[config.mk]
export PLATFORM = sky130hd
export DESIGN_NAME = uart_fifo_buf
export DESIGN_NICKNAME = d
export VERILOG_FILES = /design/src/rtl/uart_fifo_buf_pkg.sv /design/src/rtl/uart_fifo_buf_q.sv /design/src/rtl/uart_fifo_buf.sv
export SDC_FILE = /design/constraint.sdc
export NUM_CORES = 1
export LEC_CHECK = 0
export CAP_MARGIN = 20
export CORE_MARGIN = 3
export CORE_UTILIZATION = 60
export DETAILED_ROUTE_END_ITERATION = 6
export PLACE_DENSITY = 0.79
export SETUP_SLACK_MARGIN = 0.5
export SYNTH_ARGS = -nofsm -noshare
export SYNTH_HDL_FRONTEND = slang
export SYNTH_HIERARCHICAL = 1
export SYNTH_SLANG_ARGS = --single-unit
[constraint.sdc]
create_clock -name clk -period 7.85 [get_ports clk]
set_input_delay 0.785 -clock clk [delete_from_list [all_inputs] [get_ports clk]]
set_output_delay 0.785 -clock clk [all_outputs]
set_load 0.02 [all_outputs]
[src/rtl/uart_fifo_buf_pkg.sv]
package uart_fifo_buf_pkg;
  localparam int unsigned DW = 8;

  // Encode a supported depth as its read-only size code
  function automatic logic [2:0] depth_code(input int unsigned d);
    case (d)
      1:       return 3'd0;
      4:       return 3'd1;
      8:       return 3'd2;
      16:      return 3'd3;
      32:      return 3'd4;
      64:      return 3'd5;
      128:     return 3'd6;
      default: return 3'd7;
    endcase
  endfunction

  typedef struct packed {
    logic rx_ovf;
    logic tx_ovf;
    logic rx_udf;
  } err_flags_t;
endpackage

[src/rtl/uart_fifo_buf_q.sv]
module uart_fifo_buf_q #(
  parameter int unsigned DEPTH = 16,
  parameter int unsigned DW    = 8,
  localparam int unsigned AW   = (DEPTH > 1) ? $clog2(DEPTH) : 1,
  localparam int unsigned CW   = $clog2(DEPTH + 1)
) (
  input  logic          clk,
  input  logic          rst,
  input  logic          fifo_en,
  input  logic          flush,
  input  logic          push,
  input  logic [DW-1:0] push_data,
  input  logic          pop,
  output logic [DW-1:0] head,
  output logic [CW-1:0] count,
  output logic          full,
  output logic          empty
);
  logic [DW-1:0] mem [DEPTH];
  logic [AW-1:0] wr_ptr, rd_ptr;
  logic [CW-1:0] cap;
  logic do_push, do_pop;

  assign cap     = fifo_en ? CW'(DEPTH) : CW'(1);
  assign full    = (count >= cap);
  assign empty   = (count == '0);
  assign do_push = push && !full && !flush;
  assign do_pop  = pop && !empty && !flush;
  assign head    = mem[rd_ptr];

  // storage without reset so it maps onto RAM
  always_ff @(posedge clk) begin
    if (do_push) mem[wr_ptr] <= push_data;
  end

  always_ff @(posedge clk) begin
    if (rst || flush) begin
      wr_ptr <= '0;
      rd_ptr <= '0;
      count  <= '0;
    end else begin
      if (do_push) wr_ptr <= (wr_ptr == AW'(DEPTH - 1)) ? '0 : wr_ptr + 1'b1;
      if (do_pop)  rd_ptr <= (rd_ptr == AW'(DEPTH - 1)) ? '0 : rd_ptr + 1'b1;
      case ({do_push, do_pop})
        2'b10:   count <= count + 1'b1;
        2'b01:   count <= count - 1'b1;
        default: count <= count;
      endcase
    end
  end
endmodule

[src/rtl/uart_fifo_buf.sv]
module uart_fifo_buf
  import uart_fifo_buf_pkg::*;
#(
  parameter int unsigned RX_DEPTH = 16,
  parameter int unsigned TX_DEPTH = 8,
  localparam int unsigned RX_CW   = $clog2(RX_DEPTH + 1),
  localparam int unsigned TX_CW   = $clog2(TX_DEPTH + 1)
) (
  input  logic       clk,
  input  logic       rst,
  input  logic       reg_wr,
  input  logic       reg_rd,
  input  logic [1:0] reg_addr,
  input  logic [7:0] reg_wdata,
  output logic [7:0] reg_rdata,
  input  logic       rx_strobe,
  input  logic [7:0] rx_byte,
  input  logic       tx_ready,
  output logic       tx_load,
  output logic [7:0] tx_byte,
  output logic       irq_rx_ovf,
  output logic       irq_tx_ovf,
  output logic       irq_rx_udf
);
  localparam logic [1:0] A_DATA = 2'd0;
  localparam logic [1:0] A_MODE = 2'd1;
  localparam logic [1:0] A_CTRL = 2'd2;
  localparam logic [1:0] A_STAT = 2'd3;
  localparam logic [2:0] RX_CODE = depth_code(RX_DEPTH);
  localparam logic [2:0] TX_CODE = depth_code(TX_DEPTH);

  logic rx_en, tx_en;
  logic [2:0] irq_en;
  err_flags_t flags;
  logic [7:0] rx_last;

  logic wr_data, rd_data, wr_mode, wr_ctrl, wr_stat;
  logic rx_flush, tx_flush, tx_fire;
  logic [7:0] rx_head, tx_head;
  logic [RX_CW-1:0] rx_count;
  logic [TX_CW-1:0] tx_count;
  logic rx_full, rx_empty, tx_full, tx_empty;

  assign wr_data  = reg_wr && (reg_addr == A_DATA);
  assign rd_data  = reg_rd && (reg_addr == A_DATA);
  assign wr_mode  = reg_wr && (reg_addr == A_MODE);
  assign wr_ctrl  = reg_wr && (reg_addr == A_CTRL);
  assign wr_stat  = reg_wr && (reg_addr == A_STAT);
  assign rx_flush = wr_ctrl && reg_wdata[6];
  assign tx_flush = wr_ctrl && reg_wdata[7];
  assign tx_fire  = tx_ready && !tx_empty && !tx_flush;

  uart_fifo_buf_q #(.DEPTH(RX_DEPTH), .DW(DW)) u_rxq (
    .clk, .rst, .fifo_en(rx_en), .flush(rx_flush),
    .push(rx_strobe), .push_data(rx_byte), .pop(rd_data),
    .head(rx_head), .count(rx_count), .full(rx_full), .empty(rx_empty)
  );

  uart_fifo_buf_q #(.DEPTH(TX_DEPTH), .DW(DW)) u_txq (
    .clk, .rst, .fifo_en(tx_en), .flush(tx_flush),
    .push(wr_data), .push_data(reg_wdata), .pop(tx_fire),
    .head(tx_head), .count(tx_count), .full(tx_full), .empty(tx_empty)
  );

  // configuration registers
  always_ff @(posedge clk) begin
    if (rst) begin
      rx_en  <= 1'b0;
      tx_en  <= 1'b0;
      irq_en <= '0;
    end else begin
      if (wr_mode) begin
        tx_en <= reg_wdata[7];
        rx_en <= reg_wdata[3];
      end
      if (wr_ctrl) irq_en <= reg_wdata[2:0];
    end
  end

  // sticky error flags: set beats clear
  always_ff @(posedge clk) begin
    if (rst) begin
      flags <= '0;
    end else begin
      flags.rx_ovf <= (rx_strobe && rx_full && !rx_flush) ||
                      (flags.rx_ovf && !(wr_stat && reg_wdata[2]));
      flags.tx_ovf <= (wr_data && tx_full) ||
                      (flags.tx_ovf && !(wr_stat && reg_wdata[1]));
      flags.rx_udf <= (rd_data && rx_empty && !rx_flush) ||
                      (flags.rx_udf && !(wr_stat && reg_wdata[0]));
    end
  end

  // read port
  always_ff @(posedge clk) begin
    if (rst) begin
      reg_rdata <= '0;
      rx_last   <= '0;
    end else if (reg_rd) begin
      case (reg_addr)
        A_DATA: begin
          if (!rx_empty && !rx_flush) begin
            reg_rdata <= rx_head;
            rx_last   <= rx_head;
          end else begin
            reg_rdata <= rx_last;
          end
        end
        A_MODE:  reg_rdata <= {tx_en, TX_CODE, rx_en, RX_CODE};
        A_CTRL:  reg_rdata <= {5'b0, irq_en};
        default: reg_rdata <= {5'b0, flags};
      endcase
    end
  end

  // transmit shifter handoff
  always_ff @(posedge clk) begin
    if (rst) begin
      tx_load <= 1'b0;
      tx_byte <= '0;
    end else begin
      tx_load <= tx_fire;
      if (tx_fire) tx_byte <= tx_head;
    end
  end

  assign irq_rx_ovf = flags.rx_ovf && irq_en[2];
  assign irq_tx_ovf = flags.tx_ovf && irq_en[1];
  assign irq_rx_udf = flags.rx_udf && irq_en[0];
endmodule

---- After elaboration in Yosys (flattened, before gate mapping) ----
Memories as Yosys holds them, arrays and structs flattened. A register that Yosys moved wholly into a read port is not among the register bits.
Cells that the tools add are included.
word-level totals
  logic and storage cells ................. 106
  bits in registers ....................... 48
  output and inout port bits .............. 20
  memories ................................ 2
  bits in writable memories ............... 192
memories
  memory     words  width  rd ports  clocked after Yosys merged registers in  write ports  line                   text
  u_rxq.mem  16     8      1         1                                        1            uart_fifo_buf_q.sv:19  logic [DW-1:0] mem [DEPTH];
  u_txq.mem  8      8      1         1                                        1            uart_fifo_buf_q.sv:19
cells by class
  reductions and logical operators ........ 52
  order comparisons ....................... 2
  add/sub/neg operators ................... 8
  equal/unequal tests ..................... 11
  mux-type cells .......................... 16
operator list
  cell                                                                count
  1-bit logical AND                                                   32
  8-bit case mux with 3 select lines                                  1
  4-bit 2-to-1 mux                                                    5
  4-bit by 1-bit adder with 4-bit output, second input constant       3
  5-bit case mux with 2 select lines                                  1
  1-bit logical NOT                                                   9
  2-bit == test, second input constant                                4
  4-bit == test, second input constant                                2
  8-bit 2-to-1 mux                                                    1
  4-bit case mux with 2 select lines                                  1
  3-bit by 1-bit adder with 3-bit output, second input constant       2
  2-bit by 1-bit == test with 1-bit output, second input constant     3
  3-bit == test, second input constant                                2
  3-bit 2-to-1 mux                                                    2
  5-bit by 1-bit adder with 5-bit output, second input constant       1
  5-bit greater-or-equal comparator                                   1
  5-bit logical NOT                                                   1
  1-bit logical OR                                                    5
  5-bit 2-to-1 mux                                                    1
  5-bit by 1-bit subtractor with 5-bit output, second input constant  1
  4-bit greater-or-equal comparator                                   1
  4-bit logical NOT                                                   1
  1-bit 2-to-1 mux                                                    4
  2-bit nonzero test                                                  2
  other kinds (3)                                                     3

---- Logic depth before layout (Yosys ltp) ----
Gate-level depths: netlist (run 1).
  word-level depth ........................ 9
  mapped depth ............................ 13
  gate-level depth less buffers ........... 12

---- Hierarchy ----
Netlist (run 1), hierarchy kept.
modules (own cells, without submodules)
  module                    times used  area each (um^2)  cells an instance
  uart_fifo_buf_q at u_rxq  1           5,918.2           330
  uart_fifo_buf_q at u_txq  1           3,210.6           182
  uart_fifo_buf             1           1,592.8           178

---- Worst setup path before layout (run 1) ----
No wires, ideal clock.
  path type ............................... input -> register
  from .................................... input reg_addr[0]
  to ...................................... register u_rxq.count[4]
  setup time .............................. 124 ps
  data required time ...................... 7,726 ps
  path slack .............................. 4,333 ps
  stages on the path ...................... 13
  arrival time ............................ 3,393 ps
  cell sequence ........................... buf_6 nand4b_2 inv_2 and4bb_2 a21oi_2 ha_1 clkbuf_1 xor2_1 ha_1 nor2b_1 o32ai_1 mux2i_1 nand3_1
between the ends
  cells in the longest elaborated chain, start to end .. 7
ends and longest elaborated chain
  element                                                                    line                                          text
  start, declared                                                            uart_fifo_buf.sv:13                           input logic [1:0] reg_addr,
  2-bit == test (*)                                                          uart_fifo_buf.sv:47                           assign wr_ctrl = reg_wr && (reg_addr == A_CTRL);
  1-bit logical AND (*)                                                      uart_fifo_buf.sv:47
  1-bit logical AND (*)                                                      uart_fifo_buf.sv:49                           assign rx_flush = wr_ctrl && reg_wdata[6];
  named net rx_flush                                                         uart_fifo_buf.sv:38                           logic rx_flush, tx_flush, tx_fire;
  1-bit logical NOT                                                          uart_fifo_buf_q.sv:27, uart_fifo_buf_q.sv:28
  1-bit logical AND (on tied branches)                                       uart_fifo_buf_q.sv:28, uart_fifo_buf_q.sv:27
  2-bit by 1-bit == test with 1-bit output or 2-bit == test (tied branches)  uart_fifo_buf_q.sv:44                         case ({do_push, do_pop})
  5-bit case mux with 2 select lines or 2-bit nonzero test (tied branches)   n/a
  end signal, assigned                                                       uart_fifo_buf_q.sv:45                         2'b10: count <= count + 1'b1;
  end signal, assigned                                                       uart_fifo_buf_q.sv:46                         2'b01: count <= count - 1'b1;
  end signal, assigned                                                       uart_fifo_buf_q.sv:47                         default: count <= count;
  end, declared                                                              uart_fifo_buf_q.sv:15                         output logic [CW-1:0] count,
The timed path passes the listed nets; every way through them passes the cells marked *.
A chain may end at the register's enable or synchronous reset.

---- Worst setup path after layout (run 1) ----
  from .................................... input reg_addr[0]
  to ...................................... register u_txq.count[2]
between the ends
  cells in the longest elaborated chain, start to end .. 9
ends and longest elaborated chain
  element                                                                    line                                                               text
  2-bit == test (*)                                                          uart_fifo_buf.sv:47
  1-bit logical AND (*)                                                      uart_fifo_buf.sv:47
  1-bit logical AND (*)                                                      uart_fifo_buf.sv:50                                                assign tx_flush = wr_ctrl && reg_wdata[7];
  named net tx_flush                                                         uart_fifo_buf.sv:38
  1-bit logical NOT                                                          uart_fifo_buf_q.sv:27, uart_fifo_buf_q.sv:28, uart_fifo_buf.sv:51
  1-bit logical AND                                                          uart_fifo_buf.sv:51                                                assign tx_fire = tx_ready && !tx_empty && !tx_flush;
  1-bit logical AND (2 in series)                                            uart_fifo_buf_q.sv:28                                              assign do_pop = pop && !empty && !flush;
  2-bit by 1-bit == test with 1-bit output or 2-bit == test (tied branches)  uart_fifo_buf_q.sv:44
  4-bit case mux with 2 select lines or 2-bit nonzero test (tied branches)   n/a
  end signal, assigned                                                       uart_fifo_buf_q.sv:45
  end signal, assigned                                                       uart_fifo_buf_q.sv:46
  end signal, assigned                                                       uart_fifo_buf_q.sv:47
  end, declared                                                              uart_fifo_buf_q.sv:15
Marks and branches as above.

==> results.json, run 1 <==
{
  "async_flop_share_pct": 0,
  "setup_tns_ns": 0,
  "die_w_um": 140,
  "synthDistinctLibCells": 72,
  "start_util_pct": 61.6,
  "instances_no_fill": 977,
  "hold_viol_final": 0,
  "finClkSkew_ns": 0.00964,
  "antenna_found_initial": 0,
  "rsz0062_at_grt": "false",
  "clock_path_buffers": 3,
  "clk_latency_ns": 0.52,
  "synth_top_family_by_area": "multiplexers",
  "cts_hold_buf": 0,
  "via_count": 6215,
  "fmax_mhz": 227,
  "yosys_warnings": 6,
  "diodes": 0,
  "dr_wl_met3_um": 1230,
  "ys_seq_elements": 255,
  "ys.flop_type": "edfxtp_1",
  "cp_data_required_time_ns": 8.29,
  "ios": 44,
  "seq_area_frac_synth_pct": 65.5,
  "synth.avg_cell_area_sq_um": 15.5,
  "topRoutingLayerUsed": "met4",
  "post_cts.repair.setup_buffers": 0,
  "slowest_delay_ns": 1.00,
  "drc": 0,
  "hold_class": "reg -> reg",
  "crit_slowest_cell": "clkdlybuf4s50_1",
  "finalWirelength_um": 21700,
  "cts_tree": "built",
  "cp-end-kind": "flip-flop",
  "grt_overflow": 0,
  "ir_worst_vdd_mv": 0.210,
  "dp_hpwl_um": 13900,
  "cts.clk_slew.worst_paths_ns": 0.06,
  "yosys.area_share.simple_pct": 10.0,
  "powerDensity_nw_per_um2": 247,
  "first_pass_iters": 7,
  "synth_edf_count": 192,
  "wl_met1_um": 8420,
  "fp.dieH_um": 140,
  "cts_root_buf": "clkbuf_16",
  "grt_pass1_vias": 6331,
  "setup_violations": 0,
  "viasPerCell": 6.36,
  "finalMaxSlewViolations": 0,
  "grt_max_degree": 33,
  "io_buffers": 43,
  "synthMuxAreaShare_pct": 13.3,
  "grt_usage_pct": 22.4,
  "drt_iter0_markers": 492,
  "wl_met2_um": 11300,
  "worst_slew_pin_slew_ns": 1.05,
  "cts_resized": 0,
  "cp-start-kind": "input pin",
  "maxCapViolCount": 0,
  "status": "finished, final reports clean",
  "htreeDepth": 1,
  "final_antenna_net_count": 0,
  "total_leakage_power_nw": 4.01,
  "synth_compound_gate_area_share_pct": 6.22,
  "relSlewSlack_pct": 29.3,
  "arrival_ns": 4.85,
  "area_growth_pct": 12.7,
  "finish.net_count": 776,
  "yosys.area_share.adder_pct": 2.22,
  "syn_area_sq_um": 10700,
  "path_cells": "clkdlybuf4s50_1 -> and4b_1 -> nor3b_2 -> o41ai_2 -> nor2_1 -> ha_1 -> xor2_1 -> ha_1 -> a21oi_1 -> xor2_1 -> or3_1 -> a21oi_1",
  "layout-drive-gt1-share_pct": 16.9,
  "gp_congestion": 0.825,
  "syn_nets": 733,
  "grt_first_pass_wirelength_um": 34400,
  "dieArea_sq_um": 19500,
  "criticalPathCategory": "in -> reg",
  "rows": 48,
  "clock_sinks": 255,
  "core_sq_um": 17400,
  "cts_buffers": 25,
  "wl_per_cell_um": 22.2,
  "synthXorXnorAreaFrac_pct": 0.490,
  "min_period_ns": 4.41,
  "synthCells": 690,
  "dp.cells": 931,
  "fin_crit_sh_pct": 56.2,
  "path_max_fanout": 20
}
## where the power goes
| part | internal (W) | leakage, nW | switching, W |
|---|---|---|---|
| sequential | 0.00150 | 2.24 | 0.0000325 |
| clock | 0.000632 | 0.372 | 0.000473 |
| combinational | 0.000137 | 1.39 | 0.000215 |
## through the flow
step / power [W] / utilization (%) / hold WS [ns] / setup WS (ns) / cell area (sq um)
final: 0.00299 / 69.4 / 0.462 / 3.44 / 12100
after global placement: 0.00188 / 64.9 / 0.445 / 3.20 / 11300
after floorplan: 0.00180 / - / 0.433 / 4.33 / 10700
after global routing: 0.00310 / 69.4 / 0.488 / 3.27 / 12100
after detailed placement: 0.00191 / 65.1 / 0.451 / 2.97 / 11300
after CTS: 0.00300 / 69.4 / 0.463 / 3.50 / 12100
## sequential cells by signal, indices dropped and copies added, names as in the netlist, named ones only
signal	flops
flags	3
u_txq/mem	64
u_rxq/mem	128
tx_byte	8
u_txq/count	4
u_rxq/wr_ptr	4
irq_en	3
rx_last	8
u_txq/rd_ptr	3
reg_rdata	8
u_rxq/rd_ptr	4
tx_en	1
tx_load	1
rx_en	1
u_txq/wr_ptr	3
u_rxq/count	5
## layout make-up
cell class | instances | area (sq um)
Sequential cell | 255 | 7030
Fill cell | 1158 | 5330
Multi-Input combinational cell | 385 | 3450
Clock buffer | 36 | 677
Timing Repair Buffer | 51 | 510
Tap cell | 225 | 282
Clock inverter | 10 | 76.3
Inverter | 15 | 58.8
## placed cells by master (no fill, tap or decap), drive strengths merged, types with 3 or more instances in the layout
cell,instances
nand4,6
nand3,13
inv,15
nor2b,4
nand2b,5
a31oi,3
ha,19
a21oi,26
mux4,48
clkinv,9
and3,6
o21ai,12
nor4b,5
nand2,58
nor3b,6
edfxtp,192
xor2,5
mux2,11
a211o,4
buf,8
a22oi,18
o211ai,6
nor3,10
or3,4
nor2,35
clkdlybuf4s50,43
dfxtp,63
nor4,7
and2,15
clkbuf,36
mux2i,22
o2111ai,4
nand3b,5
## layer usage
layer	track usage (%)	up-vias
li1	-	2783
met1	28.3	3107
met2	39.4	255
met3	3.61	70
met4	7.90	0
met5	0	-
## cells in the mapped netlist (all sizes together) (7+ instances only)
library cell	number	share of area (%)
edfxtp	192	54
dfxtp	63	12
nand2	58	2.1
mux4	48	10
nor2	35	1.2
a21oi	26	1.4
mux2i	22	2.1
ha	19	2.2
a22oi	18	1.3
buf	18	1.1
clkbuf	17	0.61
and2	15	0.88
inv	14	0.51
nand3	13	0.61
o21ai	12	0.56
mux2	11	1.2
nor3	10	0.62
nor4	7	0.61
## path summary, 6_finish.rpt
check	start	end	slack [ns]	depth (start not counted)
worst max register to register	u_txq/count[1]	u_txq/count[2]	4.43	11
worst min-delay path	rx_last[7]	rx_last[7]	0.46	2
worst min register to register	rx_last[7]	rx_last[7]	0.46	2
worst max-delay path	reg_addr[0]	u_txq/count[2]	3.44	12
## kinds of logic (layout without fill, tap and decap cells)
group	count (synthesis)	after routing
simple gates	188	188
fa+ha+maj	19	19
flops	255	255
mux	81	81
compound gates	91	91
xor+xnor	6	6
buf+inv	50	112
## critical path, delay by kind of cell
family / cells / cell delay [ns]
xor+xnor: 2 / 0.36
buf+inv: 1 / 1.00
fa+ha+maj: 2 / 0.47
compound gates: 3 / 0.54
simple gates: 4 / 1.68
No activity file was read; power rests on OpenSTA's default activity.
==> run 2, diff against run 1 <==
- clock period: 7.85 -> 4.5 ns (I/O delays scaled with it)
==> run 2 against run 1 <==
Compared with the run above: sequential share of layout area fell by 0.19 points; setup slack lost 2.6 ns; first-iteration DRC count is 11% lower; power rose by 74%; final cell count increased by 0.51%; via count fell by 0.66%; count of clock-buffer cells in the layout unchanged; non-clock buffer count grew 5; combinational power is 72% higher; largest cell class unchanged.
==> results.json, run 2 (synthesized netlist as in run 1, its figures left out) <==
{
  "cts_root_buf": "clkbuf_16",
  "final_antenna_net_count": 0,
  "first_pass_iters": 4,
  "path_max_fanout": 14,
  "rrSetupSlack_ns": 1.21,
  "place_area_sq_um": 11300,
  "grt_pass1_vias": 6405,
  "setup_violations": 0,
  "hold_class": "reg -> reg",
  "cts_tree": "built",
  "ff2ff_path_depth": 11,
  "start_util_pct": 61.6,
  "seq_area_sq_um": 7030,
  "layout-drive-gt1-share_pct": 17.3,
  "area_growth_pct": 13.1,
  "largestRegisters": "u_rxq/mem (128), u_txq/mem (64)",
  "cts_hold_buf": 0,
  "grt_usage_pct": 21.9,
  "criticalPathCategory": "in -> reg",
  "multiInputGateArea_sq_um": 3450,
  "powerDensity_nw_per_um2": 428,
  "arrival_ns": 4.15,
  "cp-start-kind": "input pin",
  "layout_common_cells": "edfxtp_1, dfxtp_1, nand2_1, mux4_2, clkdlybuf4s50_1",
  "post_cts.repair.setup_buffers": 0,
  "ir_worst_vdd_mv": 0.382,
  "n_fill_cell": 1154,
  "finalMaxSlewViolations": 0,
  "fmax_mhz": 271,
  "via_count": 6174,
  "wl_per_cell_um": 21.5,
  "status": "finished, final reports clean",
  "core_sq_um": 17400,
  "setup_tns_ns": 0,
  "power_w": 0.00519,
  "finClkSkew_ns": 0.00948,
  "fp.dieH_um": 140,
  "htreeDepth": 1,
  "die_w_um": 140,
  "relSlewSlack_pct": 39.4,
  "worst_hold_slack_ns": 0.456,
  "cts_resized": 0,
  "cts.clk_slew.worst_paths_ns": 0.06,
  "clock_path_buffers": 3,
  "hold_depth": 2,
  "cts_buffers": 25,
  "rows": 48,
  "ios": 44,
  "dieArea_sq_um": 19500,
  "finalWirelength_um": 21100,
  "diodes": 0,
  "dp_hpwl_um": 13900,
  "cp-end-kind": "flip-flop",
  "clk_latency_ns": 0.53,
  "fin_area_sq_um": 12100,
  "hold_viol_final": 0,
  "drt_iter0_markers": 438,
  "drc": 0,
  "maxCapViolCount": 0,
  "largest_reg_flops": 128,
  "total_leakage_power_nw": 4.03,
  "viasPerCell": 6.29,
  "grt_overflow": 0,
  "clock_sinks": 255,
  "antenna_found_initial": 0,
  "worst_slew_pin_slew_ns": 0.908,
  "io_buffers": 43,
  "grt_first_pass_wirelength_um": 34000,
  "grt_max_degree": 33,
  "finish.net_count": 781,
  "final_common_cell": "edfxtp_1",
  "fin_crit_sh_pct": 82.0,
  "cp_data_required_time_ns": 4.96,
  "gp_congestion": 0.911,
  "largest-register": "u_rxq/mem",
  "min_period_ns": 3.69,
  "rsz0062_at_grt": "false"
}
[run 2: cell count changes in the layout (fill, tap and decap cells not counted), sizes merged]
cell / before / now
clkinv: 9 / 8
buf: 8 / 13
bufinv: 1 / 0
inv: 15 / 16
clkinvlp: 0 / 1
[run 2: routing by layer]
metal,share of wire (%),vias up,wire [um],track usage [%]
met1,39,3109,8240,27.1
met5,0,-,0,0
met4,3.2,0,682,7.90
li1,-,2801,-,-
met3,5.3,60,1130,3.51
met2,52,204,11000,39.3
[run 2: area by class of cell]
| class | count | area share, % |
|---|---|---|
| inverter | 15 | 0.485 |
| clock inverter | 10 | 0.557 |
| timing repair buffer | 56 | 4.52 |
| tap | 225 | 2.32 |
| sequential | 255 | 58.0 |
| multi-input combinational | 385 | 28.5 |
| clock buffer | 36 | 5.67 |
[run 2: power breakdown]
| part | internal, W | switching, W | total, W |
|---|---|---|---|
| logic | 0.000241 | 0.000365 | 0.000607 |
| registers | 0.00261 | 0.0000663 | 0.00268 |
| clock network | 0.00107 | 0.000832 | 0.00190 |
| total | 0.00393 | 0.00126 | 0.00519 |
[run 2: critical path, stage by stage]
cell             delay, ns
clkdlybuf4s50_1       0.72
nand4b_2              0.30
inv_2                 0.29
and4bb_2              0.28
a21oi_2               0.38
ha_1                  0.40
xor2_1                0.18
ha_1                  0.23
nor4_1                0.08
a2111oi_0             0.56
mux2i_1               0.18
nand3_1               0.10
[run 2: through the flow]
step	util, %	std cells	setup WS [ns]
global placement	65.1	934	0.632
CTS	69.4	980	0.866
global route	69.6	982	0.558
floorplan	-	690	1.32
detailed placement	65.1	934	0.460
finish	69.6	982	0.808
[run 2: path summary, 6_finish.rpt]
path,from,endpoint
min,tx_byte[4],tx_byte[4]
max reg2reg,u_rxq/count[0],u_rxq/count[4]
max,reg_wdata[6],u_rxq/count[4]
min reg2reg,tx_byte[4],tx_byte[4]
==> run 3, diff against run 2 <==
- clock period: 4.5 -> 3.65 ns (I/O delays scaled with it)
==> run 3 against run 2 <==
Compared with the run above: core utilization up 0.94 points; largest power group unchanged; wire length up 4.7%; highest routed layer unchanged; largest cell class unchanged; clock power up 34%; worst hold slack better by 0.0020 ns.
==> results.json, run 3 (synthesized netlist as in run 1, its figures left out) <==
{
  "grt_usage_pct": 22.9,
  "dieArea_sq_um": 19500,
  "path_delay_family": "simple AND/OR/NAND/NOR gates",
  "wl_per_cell_um": 22.2,
  "largest-register": "u_rxq/mem",
  "cp-start-kind": "flip-flop",
  "die_w_um": 140,
  "post_cts.repair.setup_buffers": 0,
  "dp_hpwl_um": 14200,
  "crit_slowest_cell": "or4b_4",
  "finalWirelength_um": 22100,
  "drt_iter0_markers": 447,
  "fp.dieH_um": 140,
  "final_antenna_net_count": 0,
  "fin_area_sq_um": 12300,
  "slowest_delay_ns": 0.52,
  "status": "finished, final reports clean",
  "gp_congestion": 0.926,
  "layout-drive-gt1-share_pct": 19.6,
  "cts.clk_slew.worst_paths_ns": 0.06,
  "finClkSkew_ns": 0.0244,
  "layout_setup_ws_ns": 0.554,
  "clock_path_buffers": 3,
  "cp-end-kind": "flip-flop",
  "setup_tns_ns": 0,
  "hold_class": "reg -> reg",
  "cts_root_buf": "clkbuf_16",
  "pre_cts_slack_ns": 0.285,
  "cp_data_required_time_ns": 4.10,
  "total_leakage_power_nw": 4.13,
  "grt_max_degree": 33,
  "postLayoutCoreUtil_pct": 70.6,
  "start_util_pct": 61.6,
  "worst_slew_pin_slew_ns": 0.837,
  "worst-path-buf-inv": 1,
  "cts_buffers": 26,
  "fmax_mhz": 323,
  "cts_tree": "built",
  "arrival_ns": 3.55,
  "antenna_found_initial": 0,
  "path_max_fanout": 6,
  "largest_reg_flops": 128,
  "hold_viol_final": 0,
  "io_buffers": 43,
  "layout_common_cells": "edfxtp_1, dfxtp_1, nand2_1, mux4_2, clkdlybuf4s50_1",
  "diodes": 0,
  "final_common_cell": "edfxtp_1",
  "min_period_ns": 3.10,
  "setup_violations": 0,
  "largestRegisters": "u_rxq/mem (128), u_txq/mem (64)",
  "htreeDepth": 1,
  "via_count": 6266,
  "clk_latency_ns": 0.54,
  "ir_worst_vdd_mv": 0.403,
  "grt_overflow": 0,
  "drc": 0,
  "rows": 48,
  "grt_pass1_vias": 6412,
  "grt_first_pass_wirelength_um": 35000,
  "maxCapViolCount": 0,
  "rsz0062_at_grt": "true",
  "core_sq_um": 17400,
  "path_cells": "inv_1 -> ha_1 -> or4b_4 -> a21oi_4 -> nand2_1 -> ha_1 -> xor2_1 -> ha_1 -> a21oi_1 -> xor2_1 -> or3_1 -> a21oi_1",
  "relSlewSlack_pct": 43.9,
  "area_growth_pct": 14.6,
  "ios": 44,
  "finish.net_count": 793,
  "place_area_sq_um": 11400,
  "finalMaxSlewViolations": 0,
  "clock_sinks": 255,
  "criticalPathCategory": "reg -> reg",
  "cp_common_cell": "ha_1",
  "viasPerCell": 6.30,
  "first_pass_iters": 6,
  "fin_crit_sh_pct": 84.8,
  "powerDensity_nw_per_um2": 539
}
[run 3: where the power goes]
group / switching [W] / internal (W) / total (W) / leakage (nW)
Clock: 0.00105 / 0.00150 / 0.00254 / 0.419
Sequential: 0.0000742 / 0.00322 / 0.00330 / 2.24
Combinational: 0.000468 / 0.000312 / 0.000781 / 1.47
Total: 0.00159 / 0.00503 / 0.00662 / 4.13
[run 3: per-stage QoR]
step | std cells | hold slack, ns | power, W
floorplan | 690 | 0.433 | 0.00387
global placement | 947 | 0.442 | 0.00407
detailed placement | 947 | 0.449 | 0.00411
CTS | 995 | 0.463 | 0.00666
global route | 995 | 0.484 | 0.00688
finish | 995 | 0.458 | 0.00662
[run 3: worst reg2reg max path: cells and delay by family (launching register included)]
kind                     cells  cell delay [ns]
AO/OA/AOI/OAI                3             0.58
adder cells (fa/ha/maj)      3             0.75
flip-flops                   1             0.39
XOR/XNOR                     2             0.27
AND/OR/NAND/NOR              3             0.95
buffers and inverters        1             0.08
[run 3: worst paths after layout]
path	to	slack [ns]	from	cells after the start
max reg2reg	u_txq/count[2]	0.55	u_txq/count[0]	12
min	tx_byte[2]	0.46	tx_byte[2]	2
min reg2reg	tx_byte[2]	0.46	tx_byte[2]	2
max	u_txq/count[2]	0.55	u_txq/count[0]	12
[run 3: repair_timing]
item / 4_1_cts / 5_1_grt
endpoints found under the setup margin: 0 / 3
hold buffers: 0 / 0
gates resized for setup: 0 / 2
[run 3: final cells by class]
class	count	area (sq um)
inverters	15	58.8
fillers	1117	5130
multi-input cells	385	3460
clock buffers	38	746
clock inverters	10	103
well taps	225	282
flip-flops and latches	255	7030
repair buffers	67	611
[run 3: layer usage]
metal / track usage [%] / up-vias / part of all wire (%)
li1: - / 2826 / -
met1: 28.7 / 3137 / 38
met2: 42.0 / 251 / 53
met3: 2.71 / 52 / 5.6
met4: 6.83 / 0 / 2.9
met5: 0 / - / 0
